==> src/rtl/bscan_pkg.sv <==
package bscan_pkg;

  typedef enum logic [1:0] {
    CAP_KEEP   = 2'd0,
    CAP_SAMPLE = 2'd1,
    CAP_EXTEST = 2'd2
  } cap_mode_e;

  // Cell positions within the chain; shared by capture and pin logic.
  function automatic int out_data_pos(int ni, int k);
    return ni + 2 * k;
  endfunction

  function automatic int out_en_pos(int ni, int k);
    return ni + 2 * k + 1;
  endfunction

  function automatic int bidi_data_pos(int ni, int no, int k);
    return ni + 2 * no + 2 * k;
  endfunction

  function automatic int bidi_en_pos(int ni, int no, int k);
    return ni + 2 * no + 2 * k + 1;
  endfunction

  function automatic int chain_len(int ni, int no, int nb);
    return ni + 2 * no + 2 * nb;
  endfunction

endpackage

==> src/rtl/bscan_capture.sv <==
module bscan_capture
  import bscan_pkg::*;
#(
  parameter int NI = 99,
  parameter int NO = 51,
  parameter int NB = 48,
  localparam int L = chain_len(NI, NO, NB)
) (
  input  cap_mode_e         mode,
  input  logic [L-1:0]      sr_q,
  input  logic [NI-1:0]     in_pad,
  input  logic [NO-1:0]     out_pad,
  input  logic [NO-1:0]     out_pad_en,
  input  logic [NB-1:0]     bidi_pad_out,
  input  logic [NB-1:0]     bidi_pad_en,
  input  logic [NB-1:0]     bidi_pad_in,
  output logic [L-1:0]      cap_vec
);

  logic any_cap;
  logic is_sample;
  assign any_cap   = (mode == CAP_SAMPLE) || (mode == CAP_EXTEST);
  assign is_sample = (mode == CAP_SAMPLE);

  // Input cells: loaded by either capture rule.
  for (genvar i = 0; i < NI; i++) begin : g_in
    assign cap_vec[i] = any_cap ? in_pad[i] : sr_q[i];
  end

  // Output cells: only the sample rule records them.
  for (genvar k = 0; k < NO; k++) begin : g_out
    localparam int DP = out_data_pos(NI, k);
    localparam int EP = out_en_pos(NI, k);
    assign cap_vec[DP] = is_sample ? out_pad[k]    : sr_q[DP];
    assign cap_vec[EP] = is_sample ? out_pad_en[k] : sr_q[EP];
  end

  // Bidirectional cells: direction-aware under sample, input-only under extest.
  for (genvar k = 0; k < NB; k++) begin : g_bidi
    localparam int DP = bidi_data_pos(NI, NO, k);
    localparam int EP = bidi_en_pos(NI, NO, k);
    logic seen;
    assign seen = bidi_pad_en[k] ? bidi_pad_out[k] : bidi_pad_in[k];
    always_comb begin
      unique case (mode)
        CAP_SAMPLE: cap_vec[DP] = seen;
        CAP_EXTEST: cap_vec[DP] = bidi_pad_in[k];
        default:    cap_vec[DP] = sr_q[DP];
      endcase
    end
    assign cap_vec[EP] = is_sample ? bidi_pad_en[k] : sr_q[EP];
  end

endmodule

==> src/rtl/bscan_shift_stage.sv <==
module bscan_shift_stage #(
  parameter int L = 297
) (
  input  logic         tck,
  input  logic         trst_n,
  input  logic         load,
  input  logic         shift,
  input  logic [L-1:0] cap_vec,
  input  logic         tdi,
  output logic [L-1:0] sr_q
);

  always_ff @(posedge tck or negedge trst_n) begin
    if (!trst_n) begin
      sr_q <= '0;
    end else if (load) begin
      sr_q <= cap_vec;
    end else if (shift) begin
      sr_q <= {tdi, sr_q[L-1:1]};
    end
  end

endmodule

==> src/rtl/bscan_update_stage.sv <==
module bscan_update_stage #(
  parameter int L = 297
) (
  input  logic         tck,
  input  logic         trst_n,
  input  logic         load,
  input  logic [L-1:0] d,
  output logic [L-1:0] q
);

  always_ff @(posedge tck or negedge trst_n) begin
    if (!trst_n) begin
      q <= '0;
    end else if (load) begin
      q <= d;
    end
  end

endmodule

==> src/rtl/bscan_pin_mux.sv <==
module bscan_pin_mux
  import bscan_pkg::*;
#(
  parameter int NI = 99,
  parameter int NO = 51,
  parameter int NB = 48,
  localparam int W = 2 * NO + 2 * NB
) (
  input  logic          extest,
  input  logic [W-1:0]  hold,
  input  logic [NO-1:0] core_out,
  input  logic [NO-1:0] core_out_en,
  input  logic [NB-1:0] core_bidi,
  input  logic [NB-1:0] core_bidi_en,
  output logic [NO-1:0] out_pad,
  output logic [NO-1:0] out_pad_en,
  output logic [NB-1:0] bidi_pad_out,
  output logic [NB-1:0] bidi_pad_en
);

  // hold carries only the output and bidirectional cells (chain index minus NI).
  for (genvar k = 0; k < NO; k++) begin : g_out
    localparam int DP = out_data_pos(NI, k) - NI;
    localparam int EP = out_en_pos(NI, k) - NI;
    assign out_pad[k]    = extest ? hold[DP] : core_out[k];
    assign out_pad_en[k] = extest ? hold[EP] : core_out_en[k];
  end

  for (genvar k = 0; k < NB; k++) begin : g_bidi
    localparam int DP = bidi_data_pos(NI, NO, k) - NI;
    localparam int EP = bidi_en_pos(NI, NO, k) - NI;
    assign bidi_pad_out[k] = extest ? hold[DP] : core_bidi[k];
    assign bidi_pad_en[k]  = extest ? hold[EP] : core_bidi_en[k];
  end

endmodule

==> src/rtl/bscan_chain.sv <==
module bscan_chain
  import bscan_pkg::*;
#(
  parameter int NI = 99,
  parameter int NO = 51,
  parameter int NB = 48
) (
  input  logic          tck,
  input  logic          trst_n,
  input  logic          sel,
  input  logic          capture_dr,
  input  logic          shift_dr,
  input  logic          update_dr,
  input  logic          extest,
  input  logic          sample,
  input  logic          tdi,
  output logic          tdo,
  input  logic [NI-1:0] in_pad,
  input  logic [NO-1:0] core_out,
  input  logic [NO-1:0] core_out_en,
  input  logic [NB-1:0] core_bidi,
  input  logic [NB-1:0] core_bidi_en,
  input  logic [NB-1:0] bidi_pad_in,
  output logic [NO-1:0] out_pad,
  output logic [NO-1:0] out_pad_en,
  output logic [NB-1:0] bidi_pad_out,
  output logic [NB-1:0] bidi_pad_en
);

  localparam int L = chain_len(NI, NO, NB);

  // Named events, visible to the bound checker.
  logic      cap_fire;
  logic      shift_fire;
  logic      upd_fire;
  cap_mode_e cap_mode;
  logic [L-1:0] sr_q;
  logic [L-1:0] ur_q;
  logic [L-1:0] cap_vec;

  assign cap_fire   = sel && capture_dr;
  assign shift_fire = sel && shift_dr && !capture_dr;
  assign upd_fire   = sel && update_dr;

  always_comb begin
    if (extest)      cap_mode = CAP_EXTEST;
    else if (sample) cap_mode = CAP_SAMPLE;
    else             cap_mode = CAP_KEEP;
  end

  bscan_capture #(.NI(NI), .NO(NO), .NB(NB)) u_cap (
    .mode         (cap_mode),
    .sr_q         (sr_q),
    .in_pad       (in_pad),
    .out_pad      (out_pad),
    .out_pad_en   (out_pad_en),
    .bidi_pad_out (bidi_pad_out),
    .bidi_pad_en  (bidi_pad_en),
    .bidi_pad_in  (bidi_pad_in),
    .cap_vec      (cap_vec)
  );

  bscan_shift_stage #(.L(L)) u_shift (
    .tck     (tck),
    .trst_n  (trst_n),
    .load    (cap_fire),
    .shift   (shift_fire),
    .cap_vec (cap_vec),
    .tdi     (tdi),
    .sr_q    (sr_q)
  );

  bscan_update_stage #(.L(L)) u_upd (
    .tck    (tck),
    .trst_n (trst_n),
    .load   (upd_fire),
    .d      (sr_q),
    .q      (ur_q)
  );

  bscan_pin_mux #(.NI(NI), .NO(NO), .NB(NB)) u_mux (
    .extest       (extest),
    .hold         (ur_q[L-1:NI]),
    .core_out     (core_out),
    .core_out_en  (core_out_en),
    .core_bidi    (core_bidi),
    .core_bidi_en (core_bidi_en),
    .out_pad      (out_pad),
    .out_pad_en   (out_pad_en),
    .bidi_pad_out (bidi_pad_out),
    .bidi_pad_en  (bidi_pad_en)
  );

  assign tdo = sr_q[0];

endmodule

==> config.mk <==
export PLATFORM = sky130hd
export DESIGN_NAME = bscan_chain
export DESIGN_NICKNAME = d
export VERILOG_FILES = /design/src/rtl/bscan_pkg.sv /design/src/rtl/bscan_capture.sv /design/src/rtl/bscan_shift_stage.sv /design/src/rtl/bscan_update_stage.sv /design/src/rtl/bscan_pin_mux.sv /design/src/rtl/bscan_chain.sv
export SDC_FILE = /design/constraint.sdc
export NUM_CORES = 1
export LEC_CHECK = 0
export BUFFER_PORTS_ARGS = -buffer_cell sky130_fd_sc_hd__buf_2
export CAP_MARGIN = 0
export CORE_ASPECT_RATIO = 0.7
export CORE_MARGIN = 2
export CORE_UTILIZATION = 50
export DETAILED_ROUTE_END_ITERATION = 10
export GPL_TIMING_DRIVEN = 0
export PLACE_DENSITY = 0.74
export SLEW_MARGIN = 30
export SYNTH_ARGS = -nofsm -noshare
export SYNTH_HDL_FRONTEND = slang
export SYNTH_SLANG_ARGS = --single-unit
==> constraint.sdc <==
create_clock -name tck -period 3.9 [get_ports tck]
set_clock_uncertainty 0.1 [all_clocks]
set_input_delay 0.195 -clock tck [delete_from_list [all_inputs] [get_ports tck]]
set_output_delay 0.195 -clock tck [all_outputs]
set_load 0.03 [all_outputs]
After elaboration in Yosys (flattened, before gate mapping)
Cells that the tools add are included.
{ "totals": {"out_inout_bits": 199, "inputBits": 354, "regBits": 594, "wordCells": 566} }
{ "classes": {"reduce_logical": 10, "n_eq_ne": 5, "muxes": 547} }
{ "op_table": {"columns": ["op", "count"], "rows": [
  ["two-way mux 297 bit", 2],
  ["two-way mux 1 bit", 496],
  ["case mux 1 bit (2 select lines)", 48],
  ["AND reduction 2 bit", 3],
  ["logical AND 1 bit", 4],
  ["!= test 2 x 1 -> 1 bit (second input constant)", 2],
  ["!= test 3 x 1 -> 1 bit (second input constant)", 1],
  ["equality test 2 x 1 -> 1 bit (second input constant)", 1],
  ["equality test 2 bit (second input constant)", 1],
  ["two-way mux 2 bit", 1],
  ["nonzero test 2 bit", 1],
  ["zero test 1 bit", 1],
  ["logical OR 1 bit", 1]
]} }

Depth between registers and ports, before layout
Gate-level depths: netlist (run 1).
{ "logic_depth": {"depth_word": 6, "depth_mapped": 7, "depth_no_buf": 3} }

Hierarchy
Synthesis (run 1) repeated with hierarchy kept, for this count alone.
{ "unflattened": {"hier_cells": 2686, "hier_area_um2": 33191.8} }
{ "by_module_without_submodules": {"columns": ["mod", "area_each_um2", "cells_per_inst", "seq_area_each_um2", "n_inst"], "rows": [
  ["bscan_shift_stage", 13653.1, 1287, 7432.1, 1],
  ["bscan_update_stage", 11974.0, 627, 7432.1, 1],
  ["bscan_capture", 4723.3, 548, 0.0, 1],
  ["bscan_pin_mux", 2812.7, 220, 0.0, 1],
  ["bscan_chain", 28.8, 4, 0.0, 1]
]} }

Least setup slack after synthesis (run 1)
No wires, ideal clock.
{ "synth_timing": {"kind": "input to output", "startpoint": "in extest", "endpoint": "out bidi_pad_out[24]", "setup_slack_ns": 2.173, "t_arrival_ns": 1.432, "path_buffers": 5, "required_ns": 3.605, "cell_stages": 6, "cell_sequence": "buf_6 > buf_8 > buf_2 > buf_2 > buf_4 > mux2_2"} }
{ "synth_between": {"elab_chain_cells": 1} }
{ "synth_rtl": {"columns": ["item", "line_no", "source"], "rows": [
  ["from (decl)", "bscan_chain.sv:14", "input logic extest,"],
  ["two-way mux 1 bit", "bscan_pin_mux.sv:32", "assign bidi_pad_out[k] = extest ? hold[DP] : core_bidi[k];"],
  ["to (decl)", "bscan_chain.sv:26", "output logic [NB-1:0] bidi_pad_out,"]
]} }
No other way between the ends.

Worst setup path after layout (run 1)
{ "layout_timing": {"startpoint": "in extest", "endpoint": "out bidi_pad_out[16]"} }
The elaborated chain is that of the path after synthesis.

==> impl_metrics.tcl, run 1 <==
set metrics [dict create \
    outcome "finished clean" \
    wire_per_inst_um 22.6 \
    cp.required_ns 3.61 \
    drc 0 \
    final_area_mm2 0.0323 \
    critPathKind "input port to primary output" \
    grt_pass1_wl_um 120000 \
    worst_pin_slew_ns 1.01 \
    fin_nets 3154 \
    reg2reg_slack_ns 2.46 \
    grt_pass1_vias 20500 \
    path_max_fanout 10 \
    avgSynthCellArea_um2 12.4 \
    fin_crit_sh 0.632 \
    hpwl_um 57700 \
    worstHoldEndpoint "u_shift.sr_q[200]$_DFFE_PN0P_" \
    cts_setup_buffers 0 \
    synth_cell_type_count 25 \
    hold_class "input port to flop" \
    dr.pass1.iters 5 \
    power.density_mw_per_mm2 613 \
    setup.worst_path.start_class "input port" \
    place_ws_ns 1.39 \
    htreeDepth 2 \
    drt_wl_total_um 79800 \
    drive_above_1_share 0.449 \
    place_area_mm2 0.0292 \
    cts_buffer_depth 3 \
    mostFrequentLayoutCells "buf_2 (607), dfrtp_1 (495), mux2_2 (436), o21ai_0 (295), mux2i_1 (197)" \
    clk_pin_slew_ns 0.06 \
    hp-start "core_out_en[50]" \
    drt_iter0_drc 1430 \
    ys_seq_elements 495 \
    die_area_mm2 0.0526 \
    synth_cells 2045 \
    globalplace.congestion 0.950 \
    end_kind "primary output" \
    r2r_cells 3 \
    peakVddDrop_mv 0.486 \
    timing.rr.end "u_shift.sr_q[112]$_DFFE_PN0P_" \
    setup-violations-final 0 \
    die-width_um 273 \
    syn_area_mm2 0.0254 \
    fin_util 0.642 \
    postCtsHoldBufs 146 \
    clk_latency_ns 0.56 \
    detail-route-antenna-nets 0 \
    swShare 0.336 \
    start_util 0.503 \
    ys.warnings.count 0 \
    timing.final.ws_setup_ns 1.43 \
    areaGrowthSynthToFinish_pct 27.5 \
    fin_total_pwr_w 0.0198 \
    antenna_found_initial 16 \
    io_pins 553 \
    seq_power_share 0.421 \
    pwr-share-clk 0.252 \
    relSlewSlack 0.324 \
    core.rowCount 69 \
    worst-endpoint-arrival_ns 2.17 \
    p_leak_nw 15.7 \
    cts_root_buffer "clkbuf_16" \
    drv_cap 0 \
    clkSinkCount 495 \
    nFillCells 3847 \
    final_common_cell "buf_2" \
    overflow 0 \
    rsz0062_at_grt "false" \
    numPortBuffers 551 \
    vias 20000 \
    hold_path_depth 4 \
    coreArea_mm2 0.0504 \
    fmax_mhz 406 \
    p_comb_frac 0.327 \
    cts_resized 0 \
    grtUsageTotal 0.295 \
    switchingPower_w 0.00665 \
    die_h_um 192 \
    slew_viol_final 0 \
    seq_area_frac_synth 0.488 \
    hold_viol_final 0 \
    vias_per_cell 5.67 \
    cts_tree "yes" \
    cts_buffers 49 \
    synth_nets 2399 \
    intPower_w 0.0132 \
    grt_max_degree 89 \
    reg2reg_from "u_upd.q[112]$_DFFE_PN0P_" \
    finalCriticalPeriod_ns 2.47 \
]
==> state kept, by name (all words and copies together) (netlist names) <==
register and flops:
u_shift.sr_q 297, u_upd.q 198
==> power groups by stage <==
stage	Clock [W]	Combinational (W)	Sequential, W
global placement	0	0.00604	0.00825
floorplan	0	0.00471	0.00787
detailed placement	0	0.00629	0.00837
CTS	0.00507	0.00645	0.00830
global route	0.00529	0.00695	0.00855
finish	0.00500	0.00648	0.00835
==> kinds of logic after synthesis <==
group,share of synthesized area
mux,0.338
compound gates,0.0872
buf+inv,0.0418
simple gates,0.0446
flops,0.488
==> Yosys cell counts <==
library cell,n,area [µm²]
o21ai_1,1,5.00
clkbuf_1,72,270
a21boi_2,1,11.3
mux2_2,436,4910
inv_1,49,184
nor2_1,48,180
a211oi_1,48,360
and3b_1,48,420
o31ai_1,48,360
o21ai_0,295,1480
buf_4,17,128
buf_2,57,285
buf_1,5,18.8
dfrtp_1,495,12400
and2_1,1,6.26
buf_8,2,30.0
nor3b_2,1,12.5
or2_1,1,6.26
buf_6,4,45.0
nand2b_1,49,307
nand3b_1,1,7.51
mux2i_1,197,1970
mux2_4,113,1700
nand2_1,51,191
buf_12,5,100
==> metrics by stage <==
stage                     hold slack [ns]   TNS, ns  instances
after detailed placement           0.0221         0       3277
after global placement              0.357  -3604.41       3270
final                              0.0150         0       3525
after global routing               0.0188         0       3518
after CTS                         0.00192         0       3510
after floorplan                    -0.201         0       2045
==> routing by layer <==
layer,wire length (µm),track usage,share of wire
met1,34400,0.402,0.43
met4,1940,0.0818,0.024
met3,5850,0.0669,0.073
met2,37500,0.476,0.47
met5,69,0,0.00087
==> critical path: stages <==
cell and delay (ns):
buf_6 0.13, buf_8 0.22, clkbuf_1 0.63, buf_2 0.42, mux2_2 0.38, buf_2 0.19
==> layout make-up <==
class / instances / area [µm²] / area share
Sequential cell: 495 / 12400 / 0.383
Multi-Input combinational cell: 1339 / 11900 / 0.369
Timing Repair Buffer: 704 / 4420 / 0.137
Clock buffer: 67 / 1390 / 0.0431
Buffer: 162 / 877 / 0.0271
Tap cell: 674 / 843 / 0.0261
Clock inverter: 20 / 279 / 0.00863
Inverter: 49 / 184 / 0.00569
Antenna cell: 15 / 37.5 / 0.00116
==> worst max path at each step <==
stage | depth (start not counted) | slack [ns] | endpoint | from
2_1_floorplan | 6 | 2.17 | bidi_pad_out[24] | extest
3_5_place_dp | 6 | 1.39 | u_shift.sr_q[243]$_DFFE_PN0P_ | sel
4_1_cts | 6 | 1.43 | bidi_pad_out[16] | extest
5_1_grt | 6 | 1.35 | bidi_pad_out[16] | extest
6_report | 6 | 1.43 | bidi_pad_out[16] | extest
3_3_place_gp | 1 | -7.35 | u_upd.q[112]$_DFFE_PN0P_ | trst_n
No activity file was read; power rests on OpenSTA's default activity.
==> run 2: changes to the inputs <==
Clock period 3.9 ns to 2.5 ns, I/O delays scaled along.
==> run 2 against run 1 <==
Clock power increased by 57%. Design area increased by 5.2%. Flip-flop and latch count unchanged. First-iteration DRC count increased by 8.8%. Critical endpoint is now bidi_pad_out[17]. Via count increased by 3.7%. Sequential share of layout area decreased by 1.9 points. Cell count increased by 4.6%. Highest routed layer unchanged. Total power increased by 58%. Utilization increased by 3.4 points. Die area unchanged. Global-route usage increased by 1.2 points.
==> impl_metrics.tcl, run 2 (synthesis results as in run 1) <==
set metrics [dict create \
    antenna_found_initial 10 \
    routed.top_layer "met5" \
    drive_above_1_share 0.425 \
    cp.required_ns 2.28 \
    hold_viol_final 0 \
    htreeDepth 2 \
    cts_tree "yes" \
    peakVddDrop_mv 0.752 \
    largest-register "u_shift.sr_q" \
    relSlewSlack 0.363 \
    largest_register_ffs 297 \
    overflow 0 \
    fin_nets 3322 \
    reg2reg_from "u_upd.q[112]$_DFFE_PN0P_" \
    drv_cap 0 \
    fin_crit_sh 0.945 \
    nFillCells 3598 \
    globalplace.congestion 0.950 \
    timing.final.ws_setup_ns 0.138 \
    cts_root_buffer "clkbuf_16" \
    io_pins 553 \
    die_area_mm2 0.0526 \
    wl_met3_um 6120 \
    clkSinkCount 495 \
    numPortBuffers 551 \
    fin_setup_tns_ns 0 \
    rsz0062_at_grt "false" \
    coreArea_mm2 0.0504 \
    hp-start "core_bidi_en[47]" \
    hold_class "input port to flop" \
    drt-met1-wl_um 35000 \
    multi_input_area_mm2 0.0119 \
    worst_pin_slew_ns 0.956 \
    finalCriticalPeriod_ns 2.36 \
    end_kind "primary output" \
    grt_pass1_vias 21500 \
    drt_wl_total_um 82800 \
    dr.pass1.iters 5 \
    wire_per_inst_um 22.4 \
    slew_viol_final 0 \
    vias 20700 \
    cts_buffer_depth 3 \
    reg.largest.list "u_shift.sr_q (297), u_upd.q (198)" \
    die-width_um 273 \
    worst-endpoint-arrival_ns 2.14 \
    critPathLaunch "extest" \
    cts_setup_buffers 0 \
    place_ws_ns 0.0650 \
    hpwl_um 57700 \
    die_h_um 192 \
    outcome "finished clean" \
    areaGrowthSynthToFinish_pct 34.2 \
    wl_met2_um 38900 \
    final_common_cell "buf_2" \
    grt_pass1_wl_um 126000 \
    vias_per_cell 5.62 \
    register_area_mm2 0.0124 \
    p_leak_nw 16.5 \
    start_util 0.503 \
    critPathKind "input port to primary output" \
    core.rowCount 69 \
    fin_total_pwr_w 0.0313 \
    path_max_fanout 10 \
    clk_latency_ns 0.55 \
    setup.worst_path.start_class "input port" \
    hold_ws_ns 0.0231 \
    detail-route-antenna-nets 0 \
    grtUsageTotal 0.307 \
    grt_max_degree 89 \
    setup-violations-final 0 \
    power.density_mw_per_mm2 919 \
    reg2reg_slack_ns 1.06 \
    clk_pin_slew_ns 0.06 \
    drc 0 \
    fmax_mhz 423 \
    fin_util 0.675 \
    cts_buffers 49 \
    mostFrequentLayoutCells "buf_2 (607), dfrtp_1 (495), mux2_2 (436), dlygate4sd3_1 (313), o21ai_0 (295)" \
    drt_iter0_drc 1556 \
]
==> run 2: cell types whose count changed in the layout (fill, tap and decap cells not counted), sizes merged <==
cell / before / now
buf: 648 / 649
diode: 15 / 10
dlygate4sd3: 146 / 313
==> run 2: power by group <==
| part | leakage (nW) | total [W] | switching (W) | internal, W |
|---|---|---|---|---|
| combinational | 9.45 | 0.0104 | 0.00530 | 0.00508 |
| sequential | 6.21 | 0.0131 | 0.00204 | 0.0110 |
| clock | 0.836 | 0.00783 | 0.00321 | 0.00461 |
==> run 2: worst max-delay path, stage by stage <==
cell and delay, ns:
buf_6 0.13, buf_8 0.23, clkbuf_1 0.65, buf_2 0.43, mux2_2 0.39, buf_2 0.18
==> run 2: area by class of cell <==
cell class / count / share of cell area
flip-flops and latches: 495 / 0.364
multi-input cells: 1339 / 0.350
repair buffers: 872 / 0.180
clock buffers: 67 / 0.0410
plain buffers: 162 / 0.0258
well taps: 674 / 0.0248
clock inverters: 20 / 0.00820
inverters: 49 / 0.00540
diodes: 10 / 0.000735
==> run 2: stage by stage <==
step                      instances  cell area [µm²]
final                          3688            34000
after global routing           3680            34000
after floorplan                2045            25400
after global placement         3270            29000
after detailed placement       3277            29200
after CTS                      3678            34000
==> run 2: path summary, 6_finish.rpt <==
path / cells past startpoint / endpoint
setup / recovery: 6 / bidi_pad_out[17]
hold / removal: 4 / u_shift.sr_q[296]$_DFFE_PN0P_
setup reg to reg: 3 / u_shift.sr_q[112]$_DFFE_PN0P_
hold reg to reg: 2 / u_upd.q[214]$_DFFE_PN0P_
max in group asynchronous: 6 / u_upd.q[114]$_DFFE_PN0P_
min in group asynchronous: 3 / u_upd.q[243]$_DFFE_PN0P_
==> run 2: metal layers <==
metal  vias to the layer above  GRT usage
li1                       9231          -
met1                     10400      0.415
met2                       922      0.498
met3                       186     0.0642
met4                         8     0.0992
met5                         -          0
==> run 2: what timing repair did <==
action / CTS / global route
setup endpoints to repair: 0 / 17
hold buffers: 314 / 0
endpoints found under the hold margin: 443 / 0
gates resized for setup: 0 / 3
==> run 3: changes to the inputs <==
Settings changed: CTS_BUF_LIST from default to sky130_fd_sc_hd__clkbuf_16.
==> run 3 against run 2 <==
Die area unchanged. Sequential share of layout area increased by 0.10 points. Flip-flop and latch count unchanged. Critical path type unchanged. Design area decreased by 0.28%. Worst hold slack got worse by 0.0066 ns. Largest cell class unchanged.
==> impl_metrics.tcl, run 3 (synthesis results as in run 1) <==
set metrics [dict create \
    outcome "finished clean" \
    hold_viol_final 0 \
    power.density_mw_per_mm2 910 \
    hpwl_um 57700 \
    worst_pin_slew_ns 0.945 \
    final_area_mm2 0.0339 \
    worst-endpoint-arrival_ns 2.14 \
    clk_pin_slew_ns 0.06 \
    numPortBuffers 551 \
    reg.largest.list "u_shift.sr_q (297), u_upd.q (198)" \
    grt_pass1_wl_um 125000 \
    cts_setup_buffers 0 \
    antenna_found_initial 14 \
    slowest_delay_ns 0.64 \
    drv_cap 0 \
    start_util 0.503 \
    dp.cells 3277 \
    die_h_um 192 \
    cp_slowest_cell "clkbuf_1" \
    drt_iter0_drc 1509 \
    drc 0 \
    rsz0062_at_grt "false" \
    htreeDepth 2 \
    path_max_fanout 10 \
    vias_per_cell 5.60 \
    place_area_mm2 0.0292 \
    detail-route-antenna-nets 0 \
    io_pins 553 \
    die_area_mm2 0.0526 \
    end_kind "primary output" \
    fin_util 0.673 \
    hold_class "input port to flop" \
    cts_buffer_depth 3 \
    cpMostUsedCell "buf_2" \
    p_leak_nw 16.5 \
    cts_root_buffer "clkbuf_16" \
    core.rowCount 69 \
    relSlewSlack 0.370 \
    final_common_cell "buf_2" \
    peakVddDrop_mv 0.751 \
    r2r_cells 3 \
    die-width_um 273 \
    fmax_mhz 424 \
    areaGrowthSynthToFinish_pct 33.8 \
    grt_pass1_vias 21500 \
    overflow 0 \
    cp.required_ns 2.28 \
    drive_above_1_share 0.421 \
    cts_buffers 49 \
    fin_setup_tns_ns 0 \
    grtUsageTotal 0.304 \
    vias 20700 \
    largest-register "u_shift.sr_q" \
    coreArea_mm2 0.0504 \
    hold_ws_ns 0.0166 \
    mostFrequentLayoutCells "buf_2 (607), dfrtp_1 (495), mux2_2 (436), dlygate4sd3_1 (313), o21ai_0 (295)" \
    slew_viol_final 0 \
    nFillCells 3620 \
    grt_max_degree 89 \
    fin_nets 3322 \
    cp_cell_sequence "buf_6 -> buf_8 -> clkbuf_1 -> buf_2 -> mux2_2 -> buf_2" \
    setup.worst_path.start_class "input port" \
    hold_path_depth 4 \
    wire_per_inst_um 22.2 \
    critPathKind "input port to primary output" \
    globalplace.congestion 0.950 \
    clk_latency_ns 0.56 \
    fin_crit_sh 0.944 \
    clkSinkCount 495 \
    largest_register_ffs 297 \
    finalNonFillerCells 3690 \
    setup-violations-final 0 \
    cts_tree "yes" \
    finalCriticalPeriod_ns 2.36 \
    dr.pass1.iters 5 \
    drt_wl_total_um 82000 \
]
## run 3: metal layers
layer  part of all wire  track usage  routed length (µm)
met4              0.033       0.0992                2700
met1               0.43        0.407               35200
met5            0.00054            0                  44
met2               0.47        0.493               38300
met3              0.070       0.0662                5760
## run 3: repair_timing
| action | in CTS | in global routing |
|---|---|---|
| endpoints found under the hold margin | 443 | 0 |
| setup endpoints to repair | 0 | 17 |
| hold buffers | 314 | 0 |
| resized for setup | 0 | 3 |
## run 3: final timing paths
check / to / slack (ns) / startpoint
worst max register to register: u_shift.sr_q[164]$_DFFE_PN0P_ / 1.06 / u_upd.q[164]$_DFFE_PN0P_
max in group asynchronous: u_shift.sr_q[114]$_DFFE_PN0P_ / 0.86 / trst_n
min in group asynchronous: u_upd.q[243]$_DFFE_PN0P_ / 0.07 / trst_n
worst min register to register: u_upd.q[202]$_DFFE_PN0P_ / 0.38 / u_upd.q[202]$_DFFE_PN0P_
worst min-delay path: u_shift.sr_q[296]$_DFFE_PN0P_ / 0.02 / core_bidi_en[47]
worst max-delay path: bidi_pad_out[16] / 0.14 / extest
## run 3: power by group
| part | internal, W | switching, W |
|---|---|---|
| Combinational | 0.00508 | 0.00529 |
| Sequential | 0.0110 | 0.00202 |
| Clock | 0.00427 | 0.00318 |
| Total | 0.0204 | 0.0105 |
## run 3: critical path, delay by kind of cell
| kind | cells | cell delay, ns |
|---|---|---|
| muxes | 1 | 0.38 |
| buffers and inverters | 5 | 1.62 |
## run 3: through the flow
step / total power (W) / worst slack (ns)
global placement: 0.0223 / -8.68
global route: 0.0324 / 0.0856
detailed placement: 0.0229 / 0.0650
finish: 0.0309 / 0.139
CTS: 0.0308 / 0.0998
floorplan: 0.0196 / 0.867
## run 3: cell type report
type / count / area, µm² / area share
repair buffers: 872 / 6120 / 0.180
well taps: 674 / 843 / 0.0248
inverters: 49 / 184 / 0.00542
clock buffers: 49 / 1230 / 0.0361
flip-flops and latches: 495 / 12400 / 0.365
diodes: 12 / 30.0 / 0.000885
multi-input cells: 1339 / 11900 / 0.351
clock inverters: 38 / 347 / 0.0102
plain buffers: 162 / 880 / 0.0259
